===== src/rtl/rxq_pkg.sv =====
package rxq_pkg;

    // Width of the message counter seen by software
    localparam int CNT_W = 7;

    // Per-cycle decision taken by the occupancy tracker
    typedef struct packed {
        logic store;   // completed message accepted into the queue
        logic drop;    // completed message discarded for lack of room
        logic pop;     // oldest message released
    } rxq_evt_t;

    function automatic logic [CNT_W-1:0] rxq_step_count(
        input logic [CNT_W-1:0] cur,
        input logic             inc,
        input logic             dec
    );
        logic [CNT_W-1:0] res;
        unique case ({inc, dec})
            2'b10:   res = cur + 1'b1;
            2'b01:   res = cur - 1'b1;
            default: res = cur;
        endcase
        return res;
    endfunction

endpackage


===== src/rtl/rxq_len_fifo.sv =====
module rxq_len_fifo #(
    parameter int DEPTH = 32,
    parameter int W     = 4
) (
    input  logic         clk,
    input  logic         rst,
    input  logic         push,
    input  logic [W-1:0] push_len,
    input  logic         pop,
    output logic [W-1:0] head_len
);
    localparam int PTR_W = (DEPTH > 1) ? $clog2(DEPTH) : 1;
    localparam logic [PTR_W-1:0] LAST = PTR_W'(DEPTH - 1);

    logic [W-1:0]     mem [DEPTH];
    logic [PTR_W-1:0] wptr, rptr, wptr_nx, rptr_nx;

    generate
        if ((DEPTH & (DEPTH - 1)) == 0) begin : g_pow2
            // pointers wrap naturally
            assign wptr_nx = wptr + 1'b1;
            assign rptr_nx = rptr + 1'b1;
        end else begin : g_wrap
            assign wptr_nx = (wptr == LAST) ? '0 : wptr + 1'b1;
            assign rptr_nx = (rptr == LAST) ? '0 : rptr + 1'b1;
        end
    endgenerate

    always_ff @(posedge clk) begin
        if (rst) begin
            wptr <= '0;
            rptr <= '0;
        end else begin
            if (push) wptr <= wptr_nx;
            if (pop)  rptr <= rptr_nx;
        end
    end

    always_ff @(posedge clk) begin
        if (push) mem[wptr] <= push_len;
    end

    assign head_len = mem[rptr];

endmodule


===== src/rtl/rxq_occ.sv =====
module rxq_occ
    import rxq_pkg::*;
#(
    parameter int CAP_BYTES = 64,
    parameter int LEN_W     = 4,
    parameter int MSG_DEPTH = 32
) (
    input  logic             clk,
    input  logic             rst,
    input  logic             done,
    input  logic [LEN_W-1:0] len,
    input  logic             abort,
    input  logic             release_req,
    input  logic [LEN_W-1:0] head_len,
    output rxq_evt_t         evt,
    output logic [CNT_W-1:0] count
);
    localparam int OCC_W = $clog2(CAP_BYTES + 1);
    localparam int SUM_W = ((OCC_W > LEN_W) ? OCC_W : LEN_W) + 1;
    localparam logic [SUM_W-1:0] CAP_S   = SUM_W'(CAP_BYTES);
    localparam logic [CNT_W-1:0] DEPTH_C = CNT_W'(MSG_DEPTH);

    logic [OCC_W-1:0] occ;
    logic [SUM_W-1:0] free_s, len_s, occ_nx;
    logic             fits, accept;

    assign free_s = CAP_S - SUM_W'(occ);
    assign len_s  = SUM_W'(len);
    assign fits   = (len_s <= free_s) && (count < DEPTH_C);
    assign accept = done && !abort;

    always_comb begin
        evt.store = accept && fits;
        evt.drop  = accept && !fits;
        evt.pop   = release_req && (count != '0);
        occ_nx    = SUM_W'(occ);
        if (evt.store) occ_nx = occ_nx + len_s;
        if (evt.pop)   occ_nx = occ_nx - SUM_W'(head_len);
    end

    always_ff @(posedge clk) begin
        if (rst) begin
            occ   <= '0;
            count <= '0;
        end else begin
            occ   <= occ_nx[OCC_W-1:0];
            count <= rxq_step_count(count, evt.store, evt.pop);
        end
    end

endmodule


===== src/rtl/rxq_flags.sv =====
module rxq_flags
    import rxq_pkg::*;
(
    input  logic     clk,
    input  logic     rst,
    input  rxq_evt_t evt,
    input  logic     clr,
    output logic     ovr,
    output logic     miss,
    output logic     irq
);
    always_ff @(posedge clk) begin
        if (rst) begin
            ovr  <= 1'b0;
            miss <= 1'b0;
            irq  <= 1'b0;
        end else begin
            if (evt.drop)  ovr <= 1'b1;
            else if (clr)  ovr <= 1'b0;
            irq <= evt.drop && !ovr;
            if (evt.store || evt.drop) miss <= evt.drop;
        end
    end
endmodule


===== src/rtl/rx_msg_book.sv =====
module rx_msg_book
    import rxq_pkg::*;
#(
    parameter int CAP_BYTES = 64,
    parameter int LEN_W     = 4,
    parameter int MSG_DEPTH = 32
) (
    input  logic             clk,
    input  logic             rst,
    input  logic             reset_mode_i,
    input  logic             msg_done_i,
    input  logic [LEN_W-1:0] msg_len_i,
    input  logic             release_i,
    input  logic             clr_ovr_i,
    output logic [CNT_W-1:0] msg_count_o,
    output logic             buf_full_o,
    output logic             overrun_o,
    output logic             miss_o,
    output logic             overrun_irq_o
);
    rxq_evt_t         evt;
    logic [LEN_W-1:0] head_len;

    rxq_len_fifo #(.DEPTH(MSG_DEPTH), .W(LEN_W)) u_lenq (
        .clk      (clk),
        .rst      (rst),
        .push     (evt.store),
        .push_len (msg_len_i),
        .pop      (evt.pop),
        .head_len (head_len)
    );

    rxq_occ #(.CAP_BYTES(CAP_BYTES), .LEN_W(LEN_W), .MSG_DEPTH(MSG_DEPTH)) u_occ (
        .clk         (clk),
        .rst         (rst),
        .done        (msg_done_i),
        .len         (msg_len_i),
        .abort       (reset_mode_i),
        .release_req (release_i),
        .head_len    (head_len),
        .evt         (evt),
        .count       (msg_count_o)
    );

    rxq_flags u_flags (
        .clk  (clk),
        .rst  (rst),
        .evt  (evt),
        .clr  (clr_ovr_i),
        .ovr  (overrun_o),
        .miss (miss_o),
        .irq  (overrun_irq_o)
    );

    assign buf_full_o = (msg_count_o != '0);

endmodule


===== config.mk =====
export PLATFORM = sky130hd
export DESIGN_NAME = rx_msg_book
export DESIGN_NICKNAME = d
export VERILOG_FILES = /design/src/rtl/rxq_pkg.sv /design/src/rtl/rxq_len_fifo.sv /design/src/rtl/rxq_occ.sv /design/src/rtl/rxq_flags.sv /design/src/rtl/rx_msg_book.sv
export SDC_FILE = /design/constraint.sdc
export NUM_CORES = 1
export LEC_CHECK = 0
export BUFFER_PORTS_ARGS = -buffer_cell sky130_fd_sc_hd__buf_2
export CORE_ASPECT_RATIO = 1.2
export CORE_UTILIZATION = 69
export CTS_BUF_LIST = sky130_fd_sc_hd__clkbuf_4 sky130_fd_sc_hd__clkbuf_8
export DETAILED_ROUTE_END_ITERATION = 10
export PLACE_DENSITY = 0.87
export RECOVER_POWER = 50
export REMOVE_ABC_BUFFERS = 1
export SETUP_SLACK_MARGIN = 0.15
export SYNTH_ARGS = -nofsm -noshare
export SYNTH_HDL_FRONTEND = slang
export SYNTH_SLANG_ARGS = --single-unit
export TNS_END_PERCENT = 1

===== constraint.sdc =====
create_clock -name clk -period 12.7 [get_ports clk]
set_clock_uncertainty 0.2 [all_clocks]
set_input_delay 1.905 -clock clk [delete_from_list [all_inputs] [get_ports clk]]
set_output_delay 1.905 -clock clk [all_outputs]
set_load 0.01 [all_outputs]

Yosys cells after proc, flatten, opt, wreduce, memory -nomap -nowiden
Memory sizes are Yosys's and may differ from the RTL's. A register that Yosys moved wholly into a read port is not among the register bits.
Index checks and enable logic that the tools add are counted.
- memories kept: 1
- input port bits: 10
- bits in read-only memories: 0
- bits in writable memories: 128
- flip-flop bits (word level): 27
- latch bits: 0
- word-level logic and storage cells: 41
- div/mod/pow operators: 0
- bitwise operators: 0
- shift operators: 0
- muxes and demuxes: 9
- $lt $le $gt $ge: 2
- $mul: 0
- equality and inequality tests: 2
- reduce and logical (&&, ||, !) cells: 13
- add/sub/neg operators: 7
- memories (name ; words ; bits a word ; read ports ; clocked after Yosys merged registers in ; wr ports ; line ; RTL):
    u_lenq.mem ; 32 ; 4 ; 1 ; 1 ; 1 ; rxq_len_fifo.sv:15 ; logic [W-1:0] mem [DEPTH];
- operators with widths (kind ; count):
    7-bit 2-to-1 mux ; 2
    7-bit case mux with 2 select lines ; 1
    5-bit by 1-bit adder with 5-bit output (second input constant) ; 2
    5-bit 2-to-1 mux ; 2
    4-bit by 8-bit less-or-equal comparator with 1-bit output ; 1
    7-bit by 7-bit subtractor with 8-bit output (first input constant) ; 1
    7-bit by 1-bit adder with 7-bit output (second input constant) ; 1
    7-bit by 4-bit adder with 7-bit output ; 1
    7-bit by 6-bit < comparator with 1-bit output (second input constant) ; 1
    7-bit nonzero test ; 1
    7-bit by 1-bit subtractor with 7-bit output (second input constant) ; 1
    7-bit by 4-bit subtractor with 7-bit output ; 1
    1-bit logical AND ; 6
    1-bit 2-to-1 mux ; 4
    2-bit nonzero test ; 2
    1-bit logical NOT ; 3
    2-bit by 1-bit == test with 1-bit output (second input constant) ; 1
    2-bit == test (second input constant) ; 1
    1-bit logical OR ; 1

Logic depth before layout (Yosys ltp)
Gate-level depths: netlist of run 1.
- depth after elaboration: 7
- depth in mapped cells: 20
- gate-level depth less buffers: 19

Modules after synthesis
A second synthesis of run 1 with hierarchy kept.
- cell total of the unflattened synthesis: 459
- area total of the unflattened synthesis: 7104.3 um^2
- modules (own cells, without submodules) (module ; cells each ; area each (um^2) ; instances ; sequential area each (um^2)):
    rxq_len_fifo ; 282 ; 5606.6 ; 1 ; 4144.0
    rxq_occ ; 165 ; 1391.3 ; 1 ; 280.3
    rxq_flags ; 9 ; 91.3 ; 1 ; 60.1
    rx_msg_book ; 3 ; 15.0 ; 1 ; 0.0

Worst setup path after synthesis of run 1
Ideal clock, no wire load.
- kind: input to register
- start point: in msg_len_i[0]
- end point: reg u_occ.count[6]
- data required time: 12.429 ns
- path slack: 7.015 ns
- stages: 18
- buffers on the path: 1
- library setup time: 0.071 ns
- arrival time: 5.415 ns
- path through: inv_1 ha_1 and4_2 a221o_1 a2111oi_4 nor2_1 inv_1 ha_1 clkbuf_1 xor2_1 ha_1 a21oi_1 o22ai_1 mux2i_1 o22ai_1 a32oi_1 or3_1 a21oi_1
- cells in the longest elaborated chain, start to end: 5
- elaborated cells between the ends (all ways): 7
- those cells by class: order compare: 1; eq/ne: 2; mux: 1; reduce/logical: 3
- RTL lines (what ; line ; RTL):
    from (decl) ; rx_msg_book.sv:12 ; input logic [LEN_W-1:0] msg_len_i,
    4-bit by 8-bit less-or-equal comparator with 1-bit output (*) ; rxq_occ.sv:29 ; assign fits = (len_s <= free_s) && (count < DEPTH_C);
    1-bit logical AND (*) ; rxq_occ.sv:29 ;
    1-bit logical AND (*) ; rxq_occ.sv:33 ; evt.store = accept && fits;
    2-bit by 1-bit == test with 1-bit output or 2-bit == test (tied branches) ; rxq_pkg.sv:19 ; unique case ({inc, dec})
    7-bit case mux with 2 select lines or 2-bit nonzero test (tied branches) ; n/a ;
    to (signal assigned) ; rxq_occ.sv:47 ; count <= rxq_step_count(count, evt.store, evt.pop);
    to (decl) ; rxq_occ.sv:16 ; output logic [CNT_W-1:0] count
Mark *: on every way between the ends. The rest lies on a longest branch, timed or not.
A chain may end at the register's enable or synchronous reset.

Worst setup path after layout of run 1
- start point: in msg_len_i[1]
- end point: reg u_occ.count[6]
The elaborated chain is that of the path after synthesis.

==> impl_metrics.yaml, run 1 <==
clock_tree:
  clk_path_buf_depth: 2
  cts_resized: 0
  cts_buffers: 17
  post_cts_buffers: 0
  cts_tree: "yes"
  cts_num_sinks: 160
  clock_latency_ns: 0.45
  root_buffer: "clkbuf_8"
  cts.htree.levels: 4
  path_clk_slew_ns: 0.09
  hold_buffers: 0
synth:
  netlist_instances: 480
  synth_edf_count: 128
  yosysUniqueCellTypes: 57
  synth_compound_area_share_pct: 5.265
  synth_area_per_cell_sq_um: 14.85
  ys_seq_area_share_pct: 62.90
  synth_warnings: 0
  synth_area_leaders: "edfxtp_1, mux4_2, dfxtp_1, ha_1, nor2_1"
  synth_area_sq_um: 7129
  synth_top_family_by_area: "multiplexers"
  yosysTopAreaCellShare_pct: 53.91
  ys.flop_type: "edfxtp_1"
  yosys.area.top_type: "edfxtp_1"
  muxShareOfSynthArea_pct: 13.43
  synthAdderAreaFrac_pct: 4.247
  synth-simple-area-share_pct: 9.021
  synth_seq_cells: 160
  synth_xor_area_share_pct: 2.826
  async_reset_ff_share_pct: 0
place:
  dp_hpwl_um: 8854
  place_area_sq_um: 7291
  portBuffers: 20
  place_ws_ns: 5.836
  placed_cells: 605
  gp_congestion: 0.7939
routing:
  viasPerCell: 6.462
  drt-initial-drc-count: 353
  vias: 4116
  wl_per_cell_um: 21.50
  wl_um: 13700
  drc: 0
  dr.pass1.iters: 5
  ant_nets: 0
worst_setup_path:
  cp_cell_sequence: "clkbuf_1, ha_1, and2b_2, o211ai_1, a2111oi_4, nor2_1, inv_1, ha_1, xor2_1, ha_1, a21oi_1, o22ai_1, mux2i_1, o22ai_1, a32oi_1, or3_1, a21oi_1"
  reg2regPathDepth: 19
  worstPathRequired_ns: 12.88
  crit_top_cell: "ha_1"
  cp_slowest_cell: "clkbuf_1"
  crit_type: "in2reg"
  regToRegStartpoint: "u_occ.occ[1]"
  critPathMaxStageDelay_ns: 1.06
  critPathMaxFanout: 35
  reg2reg_to: "u_occ.count[6]"
  critPathLaunchType: "input pin"
  worst_ep_arrival_time_ns: 7.31
  endpoint_kind: "flip-flop"
  r2r_slack_ns: 7.42
sta:
  slew_headroom_pct: 0.7475
  setup_viol: 0
  fmax_mhz: 140.3
  min_period_over_period_pct: 56.12
  maxSlewViolCount: 0
  fin_ws_ns: 5.573
  rsz0062_at_grt: "no"
  hold_viol_final: 0
  totalNegativeSetupSlack_ns: 0
  worst_pin_slew_ns: 1.489
  fin_crit_ns: 7.127
floorplan:
  dieHeight_um: 113.4
  core_sq_um: 10010
  rows: 40
  start_util_pct: 71.23
  die_x_um: 94.79
  die_area_sq_um: 10740
  io_pins: 21
global_route:
  grt.overflow.total: 0
  grt_pass1_vias: 4234
  grt_usage_pct: 28.31
  grt_start_max_net_pins: 36
  antenna_found_initial: 0
  grt_pass1_wl_um: 21800
flow_run:
  drv_cap: 1
final_layout:
  final_cells: 637
  multiInputGateArea_sq_um: 2480
  most-common-layout-cells: "edfxtp_1, nor2_1, mux4_2"
  final_common_cell: "edfxtp_1"
  nNetsFinal: 531
  n_antenna_cell: 0
  fillerInstances: 581
  fin_area_sq_um: 7661
  drive_gt1_share_pct: 17.61
  ff_latch_area_sq_um: 4486
  area_delta_synth_final_pct: 7.459
pwr:
  p_per_area_nw_per_um2: 185.8
  power_mw: 1.424
  power.leakage_nw: 2.506
  peakVddDrop_uv: 107.8
run_status:
  status: "finished with violations"
  violations: "capacitance limit"
hold_path:
  hold_end: "u_flags.miss"
  hold_depth: 2
  min_from: "u_flags.miss"
  hold_class: "reg2reg"
==> where the power goes <==
part           internal [mW]  total (mW)  switching (mW)  leakage, nW
clock                  0.164       0.365           0.200        0.190
combinational          0.190       0.417           0.227        0.903
sequential             0.593       0.642          0.0496         1.41
total                  0.947        1.42           0.477         2.51
==> final cells by class <==
class                   count  share of cell area [%]
inverters                  16                  0.7839
clock buffers              18                   3.152
flip-flops and latches    160                   58.55
repair buffers             21                   1.160
well taps                 126                   2.058
multi-input cells         282                   32.37
clock inverters            14                   1.927
==> cell families (layout without fill, tap and decap cells) <==
| group | count (synthesis) | in the layout |
|---|---|---|
| flip-flops | 160 | 160 |
| adder cells (fa/ha/maj) | 23 | 23 |
| buffers and inverters | 38 | 69 |
| AND/OR/NAND/NOR | 131 | 131 |
| XOR/XNOR | 23 | 23 |
| multiplexers | 49 | 49 |
| AO/OA/AOI/OAI | 56 | 56 |
==> cells in the mapped netlist (9+ instances only) <==
cell / n
clkbuf_1: 13
xor2_1: 16
ha_1: 21
nand2_1: 23
mux2i_1: 9
a21oi_1: 19
edfxtp_1: 128
inv_1: 14
o21ai_0: 11
dfxtp_1: 32
mux4_2: 37
nor2_1: 62
==> how the worst max path moves through the flow <==
| stage | slack (ns) | startpoint | endpoint | cells after the start |
|---|---|---|---|---|
| floorplan | 7.02 | msg_len_i[0] | u_occ.count[6] | 17 |
| global placement | 6.13 | msg_len_i[1] | u_occ.count[6] | 17 |
| detailed placement | 5.84 | msg_len_i[1] | u_occ.count[6] | 17 |
| CTS | 6.24 | msg_len_i[1] | u_occ.count[6] | 17 |
| global route | 5.09 | msg_len_i[1] | u_occ.count[6] | 17 |
| finish | 5.57 | msg_len_i[1] | u_occ.count[6] | 17 |
==> state kept, by name, summed over array words and instances (netlist names), named ones only <==
register,count
u_flags.irq,1
u_lenq.rptr,5
u_flags.miss,1
u_flags.ovr,1
u_occ.count,7
u_lenq.wptr,5
u_occ.occ,7
u_lenq.mem,128
==> per-stage QoR <==
stage,util [%],hold slack (ns)
4_1_cts,76.73,0.2623
3_3_place_gp,72.84,0.2364
5_1_grt,76.54,0.2820
6_report,76.54,0.2616
3_5_place_dp,72.84,0.2441
2_1_floorplan,-,0.2603
==> routing by layer <==
layer	GRT usage, %	vias to the layer above	wire length, um
li1	-	1865	-
met1	35.30	2038	5247
met2	46.00	180	7180
met3	7.728	33	861
met4	13.33	0	408
met5	0	-	0
==> worst max-delay path: cells and delay by family <==
family	cells	cell delay, ns
AOI/OAI and AO/OA	7	1.27
xor gates and xnor gates	1	0.22
adders and majority gates	3	1.08
buffers and inverters	2	1.28
muxes	1	0.15
and+or+nand+nor	3	1.38
Power figures use the tool's default switching activity.
==> run 2: changes to the inputs <==
--- a/config.mk
+++ b/config.mk
@@ -7,10 +7,10 @@
 export LEC_CHECK = 0
 export BUFFER_PORTS_ARGS = -buffer_cell sky130_fd_sc_hd__buf_2
 export CORE_ASPECT_RATIO = 1.2
-export CORE_UTILIZATION = 69
+export CORE_UTILIZATION = 58
 export CTS_BUF_LIST = sky130_fd_sc_hd__clkbuf_4 sky130_fd_sc_hd__clkbuf_8
 export DETAILED_ROUTE_END_ITERATION = 10
-export PLACE_DENSITY = 0.87
+export PLACE_DENSITY = 0.78
 export RECOVER_POWER = 50
 export REMOVE_ABC_BUFFERS = 1
 export SETUP_SLACK_MARGIN = 0.15
==> constraint.sdc (replaced) <==
create_clock -name clk -period 6.3 [get_ports clk]
set_clock_uncertainty 0.2 [all_clocks]
set_input_delay 0.945 -clock clk [delete_from_list [all_inputs] [get_ports clk]]
set_output_delay 0.945 -clock clk [all_outputs]
set_load 0.01 [all_outputs]
==> run 2 against run 1 <==
Net effect: the run ends with capacitance limit, slew limit left; die area rose by 19%; count of clock-buffer cells in the layout is the same; via count down 1.3%; non-clock buffer count rose by 4; register-to-register slack worse by 6.0 ns; total power grew 100%; worst hold slack improved by 0.015 ns.
==> impl_metrics.yaml, run 2 (same netlist as run 1, synthesis figures left out) <==
clock_tree:
  cts_tree: "yes"
  post_cts_buffers: 0
  path_clk_slew_ns: 0.08
  hold_buffers: 0
  clk_path_buf_depth: 2
  clock_latency_ns: 0.45
  cts_num_sinks: 160
  cts_resized: 0
  cts_buffers: 17
  root_buffer: "clkbuf_8"
  cts.htree.levels: 4
global_route:
  antenna_found_initial: 0
  grt_usage_pct: 23.63
  grt_pass1_wl_um: 21050
  grt.overflow.total: 0
  grt_pass1_vias: 3924
  grt_start_max_net_pins: 36
final_layout:
  final_common_cell: "edfxtp_1"
  most-common-layout-cells: "edfxtp_1, nor2_1, mux4_2"
  top_regs: "u_lenq.mem: 128 flops, u_occ.count: 7 flops, u_occ.occ: 7 flops"
  nNetsFinal: 535
  final_cells: 676
  n_antenna_cell: 0
  largest_reg_flops: 128
  largest-register: "u_lenq.mem"
  area_delta_synth_final_pct: 8.389
  drive_gt1_share_pct: 18.06
sta:
  totalNegativeSetupSlack_ns: 0
  worst_pin_slew_ns: 1.581
  hold_viol_final: 0
  slew_headroom_pct: -5.380
  fin_crit_ns: 4.889
  rsz0062_at_grt: "no"
  fin_ws_ns: 1.411
  maxSlewViolCount: 34
  min_period_over_period_pct: 77.61
  setup_viol: 0
  fmax_mhz: 204.5
floorplan:
  die_area_sq_um: 12740
  die_x_um: 103.2
  start_util_pct: 59.13
  io_pins: 21
  rows: 44
  core_sq_um: 12060
  dieHeight_um: 123.5
worst_setup_path:
  critPathLaunchType: "input pin"
  crit_type: "in2reg"
  worstPathRequired_ns: 6.48
  critPathMaxFanout: 34
  endpoint_kind: "flip-flop"
  worst_ep_arrival_time_ns: 5.07
routing:
  ant_nets: 0
  wl_um: 13710
  drc: 0
  dr.pass1.iters: 5
  wl_per_cell_um: 20.28
  viasPerCell: 6.007
  vias: 4061
  drt-initial-drc-count: 368
place:
  gp_congestion: 0.8277
  portBuffers: 20
  placed_cells: 644
  place_ws_ns: 0.9593
  dp_hpwl_um: 8988
pwr:
  p_per_area_nw_per_um2: 370.7
  power.leakage_nw: 2.524
  peakVddDrop_uv: 184.0
flow_run:
  drv_cap: 1
run_status:
  violations: "capacitance limit, slew limit"
  status: "finished with violations"
hold_path:
  hold_class: "reg2reg"
==> run 2: cell count changes in the layout (fill, tap and decap cells not counted), sizes merged <==
cell,change
clkinv,+3
clkinvlp,+1
bufinv,+1
buf,+6
inv,-5
clkbuf,-2
==> run 2: cell type report <==
cell class / instances / area (sq um)
Clock buffer: 18 / 241.5
Tap cell: 161 / 201.4
Multi-Input combinational cell: 282 / 2480
Timing Repair Buffer: 25 / 118.9
Sequential cell: 160 / 4486
Inverter: 16 / 60.06
Fill cell: 845 / 4329
Clock inverter: 14 / 140.1
==> run 2: metrics by stage <==
stage | power (mW) | hold WS (ns) | util [%] | area [sq um]
2_1_floorplan | 1.938 | 0.2603 | - | 7024
3_3_place_gp | 2.134 | 0.2295 | 61.08 | 7365
3_5_place_dp | 2.167 | 0.2696 | 61.08 | 7365
4_1_cts | 2.885 | 0.2798 | 64.25 | 7746
5_1_grt | 3.014 | 0.3159 | 64.09 | 7727
6_report | 2.864 | 0.2763 | 64.09 | 7727
==> run 2: report_power, final <==
group | switching, mW | internal (mW)
sequential | 0.113 | 1.19
combinational | 0.444 | 0.385
clock | 0.373 | 0.355
total | 0.930 | 1.93
==> run 2: path summary, 6_finish.rpt <==
kind | to | slack [ns] | start | depth (start not counted)
max | u_occ.count[6] | 1.41 | msg_len_i[2] | 17
min | u_flags.irq | 0.28 | u_flags.ovr | 1
max reg2reg | u_occ.count[6] | 1.47 | u_occ.occ[1] | 19
min reg2reg | u_flags.irq | 0.28 | u_flags.ovr | 1
==> run 2: critical path, stage by stage <==
cell,delay [ns]
buf_2,0.46
ha_1,0.34
and4_2,0.22
a221o_1,0.31
a2111oi_4,0.50
nor2_1,0.12
inv_1,0.11
ha_1,0.50
xor2_1,0.20
ha_1,0.16
a21oi_1,0.05
o22ai_1,0.34
mux2i_1,0.12
o22ai_1,0.14
a32oi_1,0.08
or3_1,0.32
a21oi_1,0.14
==> run 2: routing by layer <==
metal	GRT usage, %	share of wire [%]	vias to the layer above
met5	0	0	-
met4	7.218	1.3	0
met3	5.088	5.5	17
met2	40.50	52	132
met1	30.24	41	2040
li1	-	-	1872
==> run 3: changes to the inputs <==
--- a/config.mk
+++ b/config.mk
@@ -7,10 +7,10 @@
 export LEC_CHECK = 0
 export BUFFER_PORTS_ARGS = -buffer_cell sky130_fd_sc_hd__buf_2
 export CORE_ASPECT_RATIO = 1.2
-export CORE_UTILIZATION = 58
+export CORE_UTILIZATION = 64
 export CTS_BUF_LIST = sky130_fd_sc_hd__clkbuf_4 sky130_fd_sc_hd__clkbuf_8
 export DETAILED_ROUTE_END_ITERATION = 10
-export PLACE_DENSITY = 0.78
+export PLACE_DENSITY = 0.82
 export RECOVER_POWER = 50
 export REMOVE_ABC_BUFFERS = 1
 export SETUP_SLACK_MARGIN = 0.15
==> constraint.sdc (replaced) <==
create_clock -name clk -period 4.6 [get_ports clk]
set_clock_uncertainty 0.2 [all_clocks]
set_input_delay 0.69 -clock clk [delete_from_list [all_inputs] [get_ports clk]]
set_output_delay 0.69 -clock clk [all_outputs]
set_load 0.01 [all_outputs]
==> run 3 against run 2 <==
Net effect: the flow finishes with violations (DRC); sequential power is 34% higher; critical path type is now reg2reg; non-clock buffer count is 4 higher; sequential cell count is the same; die area decreased by 9.2%; cell area is 0.40% higher; combinational power grew 48%; critical endpoint unchanged; worst setup slack worse by 1.0 ns.
==> impl_metrics.yaml, run 3 (same netlist as run 1, synthesis figures left out) <==
sta:
  maxSlewViolCount: 0
  rsz0062_at_grt: "yes"
  worst_pin_slew_ns: 1.469
  fmax_mhz: 236.6
  totalNegativeSetupSlack_ns: 0
  worst_hold_slack_ns: 0.2716
  fin_crit_ns: 4.226
  setup_viol: 0
  hold_viol_final: 0
  min_period_over_period_pct: 91.86
  slew_headroom_pct: 2.064
pwr:
  pwr-share-seq_pct: 43.8
  power.leakage_nw: 2.535
  p_per_area_nw_per_um2: 516.8
  power.share.switching_pct: 32.97
  p_clk_share_pct: 25.5
  internal-power_mw: 2.688
  pwr-share-comb_pct: 30.6
  switchingPower_mw: 1.322
  peakVddDrop_uv: 292.9
worst_setup_path:
  reg2reg_to: "u_occ.count[6]"
  regToRegStartpoint: "u_occ.occ[0]"
  worstPathRequired_ns: 4.79
  cp_slowest_cell: "dfxtp_2"
  r2r_slack_ns: 0.37
  critPathLaunchType: "flip-flop"
  endpoint_kind: "flip-flop"
  cp_cell_sequence: "inv_1, ha_1, xor2_1, ha_1, and4_2, a221o_1, a2111oi_4, nor2_4, inv_1, ha_2, xor2_1, ha_1, a21oi_2, o22ai_2, mux2i_1, o22ai_1, a32oi_1, or3_1, a21oi_1"
  cp_top_family: "compound AO/OA/AOI/OAI gates"
  critPathMaxStageDelay_ns: 0.40
  cp-startpoint: "u_occ.occ[0]"
  critPathMaxFanout: 7
  path_depth: 19
  worst_ep_arrival_time_ns: 4.42
  path_buf_inv: 2
  crit_type: "reg2reg"
  crit_end: "u_occ.count[6]"
  crit_top_cell: "ha_1"
  reg2regPathDepth: 19
routing:
  vias: 4115
  drc: 3
  dr.pass1.iters: 10
  drt-initial-drc-count: 465
  wl_per_cell_um: 20.98
  ant_nets: 0
  viasPerCell: 6.350
  wl_um: 13600
final_layout:
  largest-register: "u_lenq.mem"
  most-common-layout-cells: "edfxtp_1, nor2_1, mux4_2"
  post-route-util_pct: 72.71
  top_regs: "u_lenq.mem: 128 flops, u_occ.count: 7 flops, u_occ.occ: 7 flops"
  drive_gt1_share_pct: 19.08
  largest_reg_flops: 128
  area_delta_synth_final_pct: 8.828
  nNetsFinal: 539
  final_common_cell: "edfxtp_1"
  fillerInstances: 668
  n_antenna_cell: 0
  fin_area_sq_um: 7759
floorplan:
  io_pins: 21
  dieHeight_um: 117.6
  start_util_pct: 66.82
  rows: 41
  die_area_sq_um: 11570
  core_sq_um: 10670
  die_x_um: 98.35
clock_tree:
  cts_tree: "yes"
  clock_latency_ns: 0.46
  post_cts_buffers: 0
  path_clk_slew_ns: 0.09
  cts_buffers: 17
  root_buffer: "clkbuf_8"
  clk_path_buf_depth: 2
  cts_num_sinks: 160
  cts.htree.levels: 4
place:
  gp_congestion: 0.8270
  place_area_sq_um: 7367
  dp_hpwl_um: 9081
  portBuffers: 20
global_route:
  grt.overflow.total: 0
  antenna_found_initial: 0
  grt.busiest_layer: "met2"
  grt_usage_pct: 25.29
  grt_start_max_net_pins: 35
  use_met1_pct: 31.94
  grt_pass1_vias: 4108
  grt_pass1_wl_um: 21400
  use_met2_pct: 41.68
  grt_util_met3_pct: 6.295
hold_path:
  min_from: "u_flags.ovr"
  hold_class: "reg2reg"
flow_run:
  drv_cap: 0
run_status:
  violations: "DRC"
  status: "finished with violations"
[run 3: worst min-delay path by stage]
stage,depth (start not counted),end,slack [ns]
2_1_floorplan,2,flip-flop,0.26
3_3_place_gp,1,u_flags.irq,0.23
3_5_place_dp,1,u_flags.irq,0.26
4_1_cts,1,u_flags.irq,0.27
5_1_grt,1,u_flags.irq,0.30
6_report,1,u_flags.irq,0.27
[run 3: metrics by stage]
stage | worst slack (ns) | total power [mW] | cells
finish | 0.3743 | 4.010 | 648
global route | 0.1043 | 4.211 | 648
CTS | 0.1657 | 4.000 | 648
detailed placement | 0.1703 | 2.985 | 616
global placement | 0.3496 | 2.936 | 616
floorplan | 0.09000 | 2.654 | 458
[run 3: worst reg2reg max path, delay by kind of cell (launching register included)]
kind            cells  cell delay [ns]
simple gates        3             0.66
buf+inv             2             0.18
flops               1             0.40
xor+xnor            2             0.31
mux                 1             0.13
fa+ha+maj           4             0.93
compound gates      7             1.37
[run 3: power by group through the flow]
stage / logic [mW] / clock network [mW] / registers (mW)
finish: 1.23 / 1.02 / 1.76
global route: 1.35 / 1.09 / 1.77
detailed placement: 1.20 / 0 / 1.78
floorplan: 0.854 / 0 / 1.80
CTS: 1.22 / 1.03 / 1.75
global placement: 1.16 / 0 / 1.78
[run 3: repair_timing]
item                                   4_1_cts  5_1_grt
endpoints found under the hold margin        0        0
pin swaps                                    0        1
setup endpoints to repair                    1        6
hold buffers                                 0        0
resized for setup                            1        9
[run 3: final cells by class]
| type | instances | area (sq um) | area share (%) |
|---|---|---|---|
| clock buffers | 18 | 241.5 | 3.112 |
| inverters | 16 | 60.06 | 0.7741 |
| repair buffers | 29 | 150.1 | 1.935 |
| well taps | 129 | 161.4 | 2.080 |
| multi-input cells | 282 | 2505 | 32.29 |
| clock inverters | 14 | 152.6 | 1.967 |
| flip-flops and latches | 160 | 4488 | 57.85 |
[run 3: per-layer routing]
layer	share of wire (%)	wire (um)	up-vias
met5	0	0	-
met4	2.4	329	0
met3	5.7	775	26
met2	52	7108	159
met1	40	5381	2053
li1	-	-	1877
